`src/rtl/ibg_pkg.sv`:
```
package ibg_pkg;

    typedef enum logic [1:0] {
        LEN_SHORT    = 2'b00,
        LEN_MEDIUM   = 2'b01,
        LEN_LONG     = 2'b10,
        LEN_LONG_ALT = 2'b11
    } len_code_e;

    // bit 1: lane 1 (bits 15:8) in use, bit 0: lane 0 (bits 7:0) in use
    function automatic logic [1:0] lower_lanes_used(input logic [1:0] code);
        logic [1:0] used;
        case (len_code_e'(code))
            LEN_SHORT:  used = 2'b00;
            LEN_MEDIUM: used = 2'b10;
            default:    used = 2'b11;
        endcase
        return used;
    endfunction

    function automatic logic [1:0] count_two(input logic [1:0] v);
        return 2'(v[1]) + 2'(v[0]);
    endfunction

endpackage

```
`src/rtl/ibg_fill_encode.sv`:
```
module ibg_fill_encode #(
    parameter int unsigned BYTE_W  = 8,
    localparam int unsigned INSTR_W = 4 * BYTE_W
) (
    input  logic [INSTR_W-1:0] instr,
    input  logic [1:0]         len,
    output logic [INSTR_W-1:0] store_word,
    output logic [1:0]         zero_flags
);
    import ibg_pkg::*;

    logic [1:0] lo_used;
    assign lo_used = lower_lanes_used(len);

    // upper lanes: flag zero bytes, store nothing for them
    for (genvar g = 0; g < 2; g++) begin : g_upper
        localparam int unsigned LSB = (g + 2) * BYTE_W;
        assign zero_flags[g] = (instr[LSB +: BYTE_W] == '0);
        assign store_word[LSB +: BYTE_W] = zero_flags[g] ? '0 : instr[LSB +: BYTE_W];
    end

    // lower lanes: write only the lanes the length uses
    for (genvar g = 0; g < 2; g++) begin : g_lower
        localparam int unsigned LSB = g * BYTE_W;
        assign store_word[LSB +: BYTE_W] = lo_used[g] ? instr[LSB +: BYTE_W] : '0;
    end

endmodule

```
`src/rtl/ibg_word_store.sv`:
```
module ibg_word_store #(
    parameter int unsigned DEPTH   = 16,
    parameter int unsigned INSTR_W = 32,
    localparam int unsigned ADDR_W = $clog2(DEPTH)
) (
    input  logic               clk,
    input  logic               rst_n,
    input  logic               wr_en,
    input  logic [ADDR_W-1:0]  wr_addr,
    input  logic [INSTR_W-1:0] wr_word,
    input  logic [1:0]         wr_zero,
    input  logic [1:0]         wr_len,
    input  logic [ADDR_W-1:0]  rd_addr,
    output logic [INSTR_W-1:0] rd_word,
    output logic [1:0]         rd_zero,
    output logic [1:0]         rd_len
);
    typedef struct packed {
        logic [INSTR_W-1:0] word;
        logic [1:0]         zero;
        logic [1:0]         len;
    } entry_t;

    typedef struct packed {
        entry_t [DEPTH-1:0] mem;
    } store_t;

    localparam entry_t EMPTY_ENTRY = '{word: '0, zero: 2'b11, len: 2'b00};

    store_t st_d, st_q;

    always_comb begin
        st_d = st_q;
        if (wr_en) begin
            st_d.mem[wr_addr] = '{word: wr_word, zero: wr_zero, len: wr_len};
        end
    end

    always_ff @(posedge clk or negedge rst_n) begin
        if (!rst_n) begin
            for (int i = 0; i < DEPTH; i++) begin
                st_q.mem[i] <= EMPTY_ENTRY;
            end
        end else begin
            st_q <= st_d;
        end
    end

    // read from registered state: a same-cycle fill is not visible yet
    assign rd_word = st_q.mem[rd_addr].word;
    assign rd_zero = st_q.mem[rd_addr].zero;
    assign rd_len  = st_q.mem[rd_addr].len;

endmodule

```
`src/rtl/ibg_fetch_gate.sv`:
```
module ibg_fetch_gate #(
    parameter int unsigned BYTE_W  = 8,
    localparam int unsigned INSTR_W = 4 * BYTE_W
) (
    input  logic               clk,
    input  logic               rst_n,
    input  logic               fetch_en,
    input  logic [INSTR_W-1:0] rd_word,
    input  logic [1:0]         rd_zero,
    input  logic [1:0]         rd_len,
    output logic               out_vld,
    output logic [INSTR_W-1:0] out_word,
    output logic [1:0]         out_len,
    output logic [1:0]         upper_skip,
    output logic [1:0]         lower_skip
);
    import ibg_pkg::*;

    typedef struct packed {
        logic               vld;
        logic [INSTR_W-1:0] word;
        logic [1:0]         len;
    } out_t;

    out_t o_d, o_q;
    logic [INSTR_W-1:0] gated;
    logic [1:0]         lo_used;

    assign lo_used = lower_lanes_used(rd_len);

    for (genvar g = 0; g < 2; g++) begin : g_upper
        localparam int unsigned LSB = (g + 2) * BYTE_W;
        assign gated[LSB +: BYTE_W] = rd_zero[g] ? '0 : rd_word[LSB +: BYTE_W];
    end

    for (genvar g = 0; g < 2; g++) begin : g_lower
        localparam int unsigned LSB = g * BYTE_W;
        assign gated[LSB +: BYTE_W] = lo_used[g] ? rd_word[LSB +: BYTE_W] : '0;
    end

    assign upper_skip = count_two(rd_zero);
    assign lower_skip = count_two(~lo_used);

    always_comb begin
        o_d     = o_q;
        o_d.vld = fetch_en;
        if (fetch_en) begin
            o_d.word = gated;
            o_d.len  = rd_len;
        end
    end

    always_ff @(posedge clk or negedge rst_n) begin
        if (!rst_n) begin
            o_q <= '0;
        end else begin
            o_q <= o_d;
        end
    end

    assign out_vld  = o_q.vld;
    assign out_word = o_q.word;
    assign out_len  = o_q.len;

endmodule

```
`src/rtl/ibg_gate_counters.sv`:
```
module ibg_gate_counters #(
    parameter int unsigned CNT_W = 16
) (
    input  logic             clk,
    input  logic             rst_n,
    input  logic             fetch_en,
    input  logic [1:0]       upper_inc,
    input  logic [1:0]       lower_inc,
    output logic [CNT_W-1:0] upper_cnt,
    output logic [CNT_W-1:0] lower_cnt
);
    typedef struct packed {
        logic [CNT_W-1:0] up;
        logic [CNT_W-1:0] lo;
    } cnt_t;

    cnt_t c_d, c_q;

    always_comb begin
        c_d = c_q;
        if (fetch_en) begin
            c_d.up = c_q.up + CNT_W'(upper_inc);
            c_d.lo = c_q.lo + CNT_W'(lower_inc);
        end
    end

    always_ff @(posedge clk or negedge rst_n) begin
        if (!rst_n) begin
            c_q <= '0;
        end else begin
            c_q <= c_d;
        end
    end

    assign upper_cnt = c_q.up;
    assign lower_cnt = c_q.lo;

endmodule

```
`src/rtl/instr_byte_gate.sv`:
```
module instr_byte_gate #(
    parameter int unsigned DEPTH  = 16,
    parameter int unsigned BYTE_W = 8,
    parameter int unsigned CNT_W  = 16,
    localparam int unsigned ADDR_W  = $clog2(DEPTH),
    localparam int unsigned INSTR_W = 4 * BYTE_W
) (
    input  logic               clk,
    input  logic               rst_n,
    input  logic               fill_en,
    input  logic [ADDR_W-1:0]  fill_addr,
    input  logic [INSTR_W-1:0] fill_instr,
    input  logic [1:0]         fill_len,
    input  logic               fetch_en,
    input  logic [ADDR_W-1:0]  fetch_addr,
    output logic               fetch_vld,
    output logic [INSTR_W-1:0] fetch_instr,
    output logic [1:0]         fetch_len,
    output logic [CNT_W-1:0]   upper_gated_cnt,
    output logic [CNT_W-1:0]   lower_gated_cnt
);
    logic [INSTR_W-1:0] enc_word;
    logic [1:0]         enc_zero;
    logic [INSTR_W-1:0] rd_word;
    logic [1:0]         rd_zero;
    logic [1:0]         rd_len;
    logic [1:0]         upper_skip;
    logic [1:0]         lower_skip;

    ibg_fill_encode #(.BYTE_W(BYTE_W)) u_encode (
        .instr      (fill_instr),
        .len        (fill_len),
        .store_word (enc_word),
        .zero_flags (enc_zero)
    );

    ibg_word_store #(.DEPTH(DEPTH), .INSTR_W(INSTR_W)) u_store (
        .clk     (clk),
        .rst_n   (rst_n),
        .wr_en   (fill_en),
        .wr_addr (fill_addr),
        .wr_word (enc_word),
        .wr_zero (enc_zero),
        .wr_len  (fill_len),
        .rd_addr (fetch_addr),
        .rd_word (rd_word),
        .rd_zero (rd_zero),
        .rd_len  (rd_len)
    );

    ibg_fetch_gate #(.BYTE_W(BYTE_W)) u_gate (
        .clk        (clk),
        .rst_n      (rst_n),
        .fetch_en   (fetch_en),
        .rd_word    (rd_word),
        .rd_zero    (rd_zero),
        .rd_len     (rd_len),
        .out_vld    (fetch_vld),
        .out_word   (fetch_instr),
        .out_len    (fetch_len),
        .upper_skip (upper_skip),
        .lower_skip (lower_skip)
    );

    ibg_gate_counters #(.CNT_W(CNT_W)) u_counters (
        .clk       (clk),
        .rst_n     (rst_n),
        .fetch_en  (fetch_en),
        .upper_inc (upper_skip),
        .lower_inc (lower_skip),
        .upper_cnt (upper_gated_cnt),
        .lower_cnt (lower_gated_cnt)
    );

endmodule

```
`config.mk`:
```
export PLATFORM = sky130hd
export DESIGN_NAME = instr_byte_gate
export DESIGN_NICKNAME = d
export VERILOG_FILES = /design/src/rtl/ibg_pkg.sv /design/src/rtl/ibg_fill_encode.sv /design/src/rtl/ibg_word_store.sv /design/src/rtl/ibg_fetch_gate.sv /design/src/rtl/ibg_gate_counters.sv /design/src/rtl/instr_byte_gate.sv
export SDC_FILE = /design/constraint.sdc
export NUM_CORES = 1
export LEC_CHECK = 0
export BUFFER_PORTS_ARGS = -buffer_cell sky130_fd_sc_hd__buf_2
export CAP_MARGIN = 10
export CORE_ASPECT_RATIO = 1.25
export CORE_MARGIN = 2
export CORE_UTILIZATION = 62
export DETAILED_ROUTE_END_ITERATION = 7
export GPL_ROUTABILITY_DRIVEN = 0
export PLACE_DENSITY_LB_ADDON = 0.2
export SYNTH_ARGS = -nofsm -noshare
export SYNTH_HDL_FRONTEND = slang
export SYNTH_SLANG_ARGS = --single-unit
export TNS_END_PERCENT = 100
```
`constraint.sdc`:
```
create_clock -name clk -period 2.73 [get_ports clk]
set_input_delay 0.1365 -clock clk [delete_from_list [all_inputs] [get_ports clk]]
set_output_delay 0.1365 -clock clk [all_outputs]
set_load 0.02 [all_outputs]
```
* After elaboration in Yosys (flattened, before gate mapping)
Index checks and enable logic that the tools add are counted.
Storage, ports and cells: word-level logic and storage cells 83, register bits after elaboration 643
Operators by class: $lt $le $gt $ge 3, reduce and logical (&&, ||, !) cells 5, eq/ne operators 2, bitwise gates (word level) 1, add/subtract/negate cells 4, mux-type cells 15
Operator list (count):
- $bwmux W576 | 1
- $bmux W36 S4 | 1
- $demux W36 S4 | 1
- $mux W36 | 2
- $mux W8 | 8
- $add A16 B2 Y16 | 2
- $logic_not A8 Y1 | 2
- $lt A4 B5 Y1 const B | 2
- $pmux W2 S2 | 2
- $add A1 B1 Y2 | 2
- $eq A2 B1 Y1 const B | 2
- $ge A4 B1 Y1 const B | 1
- $logic_not A2 Y1 | 2
- $not A2 Y2 | 1
- $logic_and A1 B1 Y1 | 1

* Depth between registers and ports, before layout
Gate-level depths: netlist of run 1.
depth in word-level cells 7, gate-level depth with buffers 12

* By module
From an unflattened synthesis of run 1, not the netlist that was laid out.
Second synthesis, totals: cell total of the unflattened synthesis 1884, area total of the unflattened synthesis 29218.0 µm²
Modules (own cells, without submodules):
- ibg_word_store | area each 25948.6 µm², instances 1, seq. area each 14453.9 µm², cells an instance 1570
- ibg_fetch_gate | area each 1536.5 µm², instances 1, seq. area each 875.8 µm², cells an instance 144
- ibg_gate_counters | area each 1519.0 µm², instances 1, seq. area each 800.8 µm², cells an instance 131
- ibg_fill_encode | area each 214.0 µm², instances 1, seq. area each 0.0 µm², cells an instance 39

* Worst setup path before layout of run 1
OpenSTA, ideal clock, no wires.
kind input -> register, start point input port fetch_addr[0], end point register u_counters.c_q (netlist bit u_counters.upper_cnt[13]), slack 0.144 ns, data arrival time 2.506 ns, setup time 0.080 ns, stages 12, cells stage by stage buf_6 -> buf_6 -> mux4_2 -> a22o_1 -> a221oi_2 -> inv_2 -> fa_1 -> nand4_1 -> nor3_1 -> and3_1 -> nand3_1 -> xnor2_1
Between the ends: longest elaborated chain between the ends 4
RTL lines:
- start, declared | RTL line instr_byte_gate.sv:15 | input logic [ADDR_W-1:0] fetch_addr,
- $bmux W36 S4 | RTL line ibg_word_store.sv:51 | assign rd_zero = st_q.mem[rd_addr].zero;
- $mux W36
- $add A1 B1 Y2 | RTL line ibg_pkg.sv:22 | return 2'(v[1]) + 2'(v[0]);
- $add A16 B2 Y16 | RTL line ibg_gate_counters.sv:22 | c_d.up = c_q.up + CNT_W'(upper_inc);
- end signal, assigned | RTL line ibg_gate_counters.sv:29 | c_q <= '0;
- end signal, assigned | RTL line ibg_gate_counters.sv:31 | c_q <= c_d;
- end, declared | RTL line ibg_gate_counters.sv:17 | cnt_t c_d, c_q;
Every way passes these cells. The select of a mux whose other input is x is not followed. A chain may end at the register's enable or synchronous reset.

* Worst setup path in the final report of run 1
start point register u_store.st_q[542] (netlist bit), end point register u_counters.c_q (netlist bit u_counters.upper_cnt[8])
Between the ends: longest elaborated chain between the ends 4
RTL lines:
- start, declared | RTL line ibg_word_store.sv:30 | store_t st_d, st_q;
- start signal, assigned | RTL line ibg_word_store.sv:45 | st_q <= st_d;
- $bmux W36 S4 | RTL line ibg_word_store.sv:51
- $mux W36
- $add A1 B1 Y2 | RTL line ibg_pkg.sv:22
- $add A16 B2 Y16 | RTL line ibg_gate_counters.sv:22
Every way passes these cells. The select of a mux whose other input is x is not followed.

==> flow_metrics.tcl, run 1 <==
set metrics [dict create \
    status "finished, final reports clean" \
    nFillCells 2966 \
    crit_arrival_ps 3040 \
    async_flop_share_pct 100 \
    synthFlopType "dfrtp_1" \
    critical-path-max-stage-delay_ps 460 \
    drv_slew 0 \
    yosysMostFrequentCell "dfrtp_1" \
    cap_violations 0 \
    die_y_microns 241 \
    yosysWarningCount 0 \
    leakage_nw 14.0 \
    start_kind "flop" \
    hold_violations 0 \
    yosys-top-cells-area "dfrtp_1, mux2_2, mux4_2" \
    synth_seq_area_share_pct 58.0 \
    fin_skew_ps 16.8 \
    rsz0062_at_grt "false" \
    grt_usage_pct 31.2 \
    post-route-min-period_ps 2540 \
    syn-num-nets 2154 \
    cts_buffer_depth 3 \
    cts_sinks 643 \
    core_sq_um 44200 \
    synth_seq_cells 643 \
    grt.busiest_layer "met2" \
    synth_edf_count 0 \
    antenna_found_initial 3 \
    cts_setup_buffers 0 \
    drive_above_1_share_pct 35.3 \
    grt_use_met1_pct 42.0 \
    nets 2243 \
    finalSetupViolCount 0 \
    gr-total-overflow 0 \
    rr_worst_depth 10 \
    vias 17900 \
    multi_input_area_sq_um 10900 \
    holdPathStages 2 \
    area_delta_synth_final_pct 13.0 \
    crit_family "adder cells" \
    fmax_mhz 394 \
    h-tree-depth 3 \
    rows 86 \
    cp-end-kind "flop" \
    relSlewSlack_pct 45.6 \
    crit_chain "mux4_2 > a22o_1 > a221oi_2 > inv_2 > fa_2 > ha_1 > nand3_1 > nor2_1 > nand3_1 > xnor2_1" \
    drc 0 \
    finalCritPeriodShare_pct 92.9 \
    powerDensity_nw_per_um2 795 \
    clk_latency_ps 590 \
    hp-class "in -> reg" \
    grt_pass1_wl_microns 110000 \
    io_buffers 112 \
    cts_made_buffers 66 \
    cp.depth 10 \
    ant_nets 0 \
    setup_tns_ps 0 \
    crit_end "u_counters.upper_cnt[8]$_DFFE_PN0P_" \
    syn_area_per_cell_sq_um 13.2 \
    hpwlAfterDp_microns 42400 \
    start_util_pct 62.9 \
    crit_slowest_cell "mux4_2" \
    critPathLaunch "u_store.st_q[542]$_DFFE_PN1P_" \
    placed_cell_area_sq_um 29300 \
    root_buffer "clkbuf_16" \
    syn-cell-area_sq_um 27800 \
    die_area_sq_um 46600 \
    tightest_slew_ps 816 \
    grt_pass1_vias 18700 \
    wirelength_microns 70700 \
    yosys-top-cells-count "dfrtp_1, nand2_1, o21ai_0" \
    yosysTopAreaCellShare_pct 55.0 \
    synthCells 2105 \
    die_w_microns 193 \
    critPathBufInv 1 \
    ir_drop_mv 0.705 \
    required_ps 3230 \
    first_iter_violations 1292 \
    wl_per_cell_microns 25.1 \
    clkTransAtPathRegs_ps 60 \
    seqCellArea_sq_um 16100 \
    drt_first_pass_iters 5 \
    fin_area_sq_um 31400 \
    critPathKind "reg -> reg" \
    ff2ff_setup_slack_ps 190 \
    cp_common_cell "nand3_1" \
    critPathMaxFanout 3 \
    grt_use_met3_pct 4.84 \
    vias_per_cell 6.39 \
    yosys.area.top_type "dfrtp_1" \
    grt_util_met2_pct 52.1 \
    cts_tree "done" \
    reg2reg_to "u_counters.upper_cnt[8]$_DFFE_PN0P_" \
    yosysUniqueCellTypes 41 \
    grt_start_max_net_pins 77 \
    rr_startpoint "u_store.st_q[542]$_DFFE_PN1P_" \
    num_io_pins 113 \
]
==> area by class of cell <==
| cell class | instances | share of cell area (%) |
|---|---|---|
| Clock inverter | 7 | 0.135 |
| Multi-Input combinational cell | 1274 | 34.8 |
| Tap cell | 572 | 2.28 |
| Inverter | 5 | 0.0597 |
| Timing Repair Buffer | 204 | 4.91 |
| Clock buffer | 104 | 6.42 |
| Antenna cell | 1 | 0.00796 |
| Sequential cell | 643 | 51.3 |
==> metal layers <==
layer / routed length (microns) / up-vias
li1: - / 7778
met1: 28900 / 9433
met2: 35500 / 586
met3: 4010 / 144
met4: 2260 / 4
met5: 22 / -
==> cells by family (layout without fill, tap and decap cells) <==
logic type | after synthesis | in the layout | synth area share, %
XOR/XNOR | 29 | 29 | 0.914
buffers and inverters | 188 | 320 | 2.82
AND/OR/NAND/NOR | 402 | 402 | 5.91
other | 0 | 1 | 0
AO/OA/AOI/OAI | 401 | 401 | 8.57
adder cells (fa/ha/maj) | 3 | 3 | 0.162
multiplexers | 439 | 439 | 23.6
flip-flops | 643 | 643 | 58.0
==> report_power, final <==
group	leakage (nW)	internal, mW	total (mW)	switching [mW]
registers	8.11	11.3	12.3	0.982
logic	4.92	2.16	4.05	1.89
clock network	1.02	5.05	8.63	3.58
==> through the flow <==
step | util, % | hold slack, ps | cells | setup WS [ps] | power (mW)
finish | 71.0 | 24.3 | 2810 | 194 | 25.0
detailed placement | 66.3 | 214 | 2696 | 104 | 16.5
floorplan | - | -159 | 2105 | 144 | 15.0
global route | 71.0 | 53.4 | 2809 | 72.7 | 26.1
CTS | 71.0 | 4.17 | 2809 | 101 | 25.1
global placement | 66.3 | 210 | 2696 | 145 | 16.2
==> flip-flops by register name (all words and copies together), names as in the netlist <==
register              cells
u_store.st_q            576
u_gate.out_vld            1
u_counters.lower_cnt     16
u_gate.out_len            2
u_gate.out_word          32
u_counters.upper_cnt     16
==> cell usage in the layout, fill, tap and decap left out, types with 12 or more instances in the layout <==
| master | Yosys | layout |
|---|---|---|
| mux2_2 | 292 | 292 |
| o31ai_1 | 16 | 16 |
| nand2_1 | 336 | 324 |
| xnor2_1 | 17 | 17 |
| buf_12 | 0 | 21 |
| buf_4 | 6 | 70 |
| nand2_2 | 0 | 12 |
| buf_2 | 14 | 109 |
| nand3_1 | 17 | 13 |
| dfrtp_1 | 611 | 611 |
| mux4_2 | 144 | 144 |
| a22o_1 | 34 | 34 |
| dfstp_2 | 32 | 32 |
| clkbuf_8 | 0 | 16 |
| o2bb2ai_1 | 16 | 16 |
| clkbuf_1 | 156 | 19 |
| o21ai_0 | 297 | 297 |
| clkbuf_16 | 0 | 69 |
| a221oi_1 | 32 | 32 |
| xor2_1 | 12 | 12 |
==> how the worst min path moves through the flow <==
stage,startpoint,slack [ps],end
after floorplan,rst_n,-160,u_counters.lower_cnt[0]$_DFFE_PN0P_
after global placement,rst_n,210,u_store.st_q[12]$_DFFE_PN0P_
after detailed placement,rst_n,210,u_store.st_q[12]$_DFFE_PN0P_
after CTS,fill_instr[30],4,u_store.st_q[214]$_DFFE_PN0P_
after global routing,fill_instr[30],50,u_store.st_q[214]$_DFFE_PN0P_
final,fill_instr[29],20,u_store.st_q[33]$_DFFE_PN0P_
==> repair_timing <==
| action | CTS | global route |
|---|---|---|
| setup endpoints to repair | 0 | 3 |
| hold endpoints to repair | 51 | 0 |
| resized for setup | 0 | 2 |
| hold buffers | 2 | 0 |
(Power assumes the default switching activity.)
==> run 2, diff against run 1 <==
Settings changed: RECOVER_POWER set to 25.
==> run 2 against run 1 <==
The flow now finishes with violations (max-capacitance violations, max-slew violations); clock-buffer cell count stayed put; clock skew hardly changed; power hardly changed; worst setup slack worse by 1.0 ps.
==> flow_metrics.tcl, run 2 (synthesized netlist as in run 1, its figures left out) <==
set metrics [dict create \
    status "finished, violations left" \
    violations "max-capacitance violations, max-slew violations" \
    relSlewSlack_pct -66.1 \
    vias_per_cell 6.44 \
    vias 18100 \
    clkTransAtPathRegs_ps 60 \
    fin_ws_ps 193 \
    rows 86 \
    wirelength_microns 70800 \
    utilization_pct 70.8 \
    layout_common_cells "dfrtp_1, nand2_1, o21ai_0, mux2_2, mux4_2" \
    cap_violations 5 \
    finalSetupViolCount 0 \
    critPathMaxFanout 3 \
    grt_usage_pct 31.2 \
    start_kind "flop" \
    root_buffer "clkbuf_16" \
    largest_register_ffs 576 \
    dp_slack_ps 104 \
    drive_above_1_share_pct 34.2 \
    grt_pass1_vias 18700 \
    hold_violations 0 \
    cts_made_buffers 66 \
    fin_skew_ps 16.3 \
    ant_nets 0 \
    io_buffers 112 \
    place_inst 2696 \
    nets 2243 \
    placed_cell_area_sq_um 29300 \
    die_w_microns 193 \
    h-tree-depth 3 \
    setup_tns_ps 0 \
    ir_drop_mv 0.705 \
    drv_slew 195 \
    drc 0 \
    gr-total-overflow 0 \
    powerDensity_nw_per_um2 799 \
    core_sq_um 44200 \
    area_delta_synth_final_pct 12.6 \
    num_io_pins 113 \
    rr_worst_depth 10 \
    ff2ff_setup_slack_ps 190 \
    layout_commonest_cell "dfrtp_1" \
    nFillCells 3002 \
    crit_arrival_ps 3040 \
    hp-class "in -> reg" \
    grt_start_max_net_pins 77 \
    drt_first_pass_iters 5 \
    clk_latency_ps 590 \
    top_register "u_store.st_q" \
    wl_per_cell_microns 25.2 \
    die_y_microns 241 \
    grt_pass1_wl_microns 110000 \
    first_iter_violations 1318 \
    fin_area_sq_um 31300 \
    cp-end-kind "flop" \
    reg2reg_to "u_counters.upper_cnt[8]$_DFFE_PN0P_" \
    antenna_found_initial 3 \
    die_area_sq_um 46600 \
    finalCritPeriodShare_pct 92.9 \
    hpwlAfterDp_microns 42400 \
    crit_end "u_counters.upper_cnt[8]$_DFFE_PN0P_" \
    cts_tree "done" \
    final-instance-count-excl-fill 2810 \
    critPathLaunch "u_store.st_q[542]$_DFFE_PN1P_" \
    start_util_pct 62.9 \
    fmax_mhz 394 \
    rsz0062_at_grt "false" \
    cts_buffer_depth 3 \
    post-route-min-period_ps 2540 \
    cts_sinks 643 \
    tightest_slew_ps 2490 \
    critPathKind "reg -> reg" \
    rr_startpoint "u_store.st_q[542]$_DFFE_PN1P_" \
    leakage_nw 14.0 \
    required_ps 3230 \
]
==> run 2: cell count changes in the layout (fill, tap and decap cells not counted), sizes merged <==
| cell | previous run | this run |
|---|---|---|
| buf | 202 | 172 |
| clkbuf | 104 | 134 |
==> run 2: stage by stage <==
stage                     hold WS (ps)  power (mW)
final                             32.6        25.0
after CTS                         4.17        25.1
after global routing              53.4        26.0
after global placement             210        16.2
after detailed placement           214        16.5
after floorplan                   -159        15.0
==> run 2: final cells by class <==
type | instances | area (sq um) | area share [%]
well taps | 572 | 716 | 2.29
flip-flops and latches | 643 | 16100 | 51.5
inverters | 5 | 18.8 | 0.0600
multi-input cells | 1274 | 10900 | 35.0
clock inverters | 7 | 42.5 | 0.136
repair buffers | 204 | 1430 | 4.55
diodes | 1 | 2.50 | 0.00800
clock buffers | 104 | 2020 | 6.45
==> run 2: how the worst min path moves through the flow <==
stage | from | end | depth (start not counted)
6_report | fill_instr[30] | u_store.st_q[214]$_DFFE_PN0P_ | 2
4_1_cts | fill_instr[30] | u_store.st_q[214]$_DFFE_PN0P_ | 2
3_3_place_gp | rst_n | u_store.st_q[12]$_DFFE_PN0P_ | 1
3_5_place_dp | rst_n | u_store.st_q[12]$_DFFE_PN0P_ | 1
5_1_grt | fill_instr[30] | u_store.st_q[214]$_DFFE_PN0P_ | 2
2_1_floorplan | rst_n | u_counters.lower_cnt[0]$_DFFE_PN0P_ | 0
==> run 2: report_power, final <==
group          switching [mW]  leakage, nW  total, mW  internal (mW)
registers               0.989         8.11       12.3           11.3
clock network            3.58         1.02       8.63           5.05
logic                    1.90         4.83       4.04           2.14
total                    6.47         14.0       25.0           18.5
==> run 2: repair_timing <==
action / 4_1_cts / 5_1_grt
setup buffers: 0 / 0
endpoints found under the setup margin: 0 / 3
endpoints found under the hold margin: 51 / 0
gates resized for setup: 0 / 2
hold buffers: 2 / 0
==> run 2: routing by layer <==
| layer | up-vias | track usage (%) | wire length, microns |
|---|---|---|---|
| met5 | - | 0 | 22 |
| met4 | 4 | 11.8 | 2570 |
| met3 | 153 | 4.84 | 4080 |
| met2 | 612 | 52.1 | 35400 |
| met1 | 9527 | 42.0 | 28700 |
| li1 | 7792 | - | - |
==> run 2: worst max-delay path, cell delays in order (launching register included) <==
cell	delay, ps
dfstp_2	370
mux4_2	470
a22o_1	260
a221oi_2	190
inv_2	70
fa_2	400
ha_1	230
nand3_1	150
nor2_1	90
nand3_1	100
xnor2_1	120
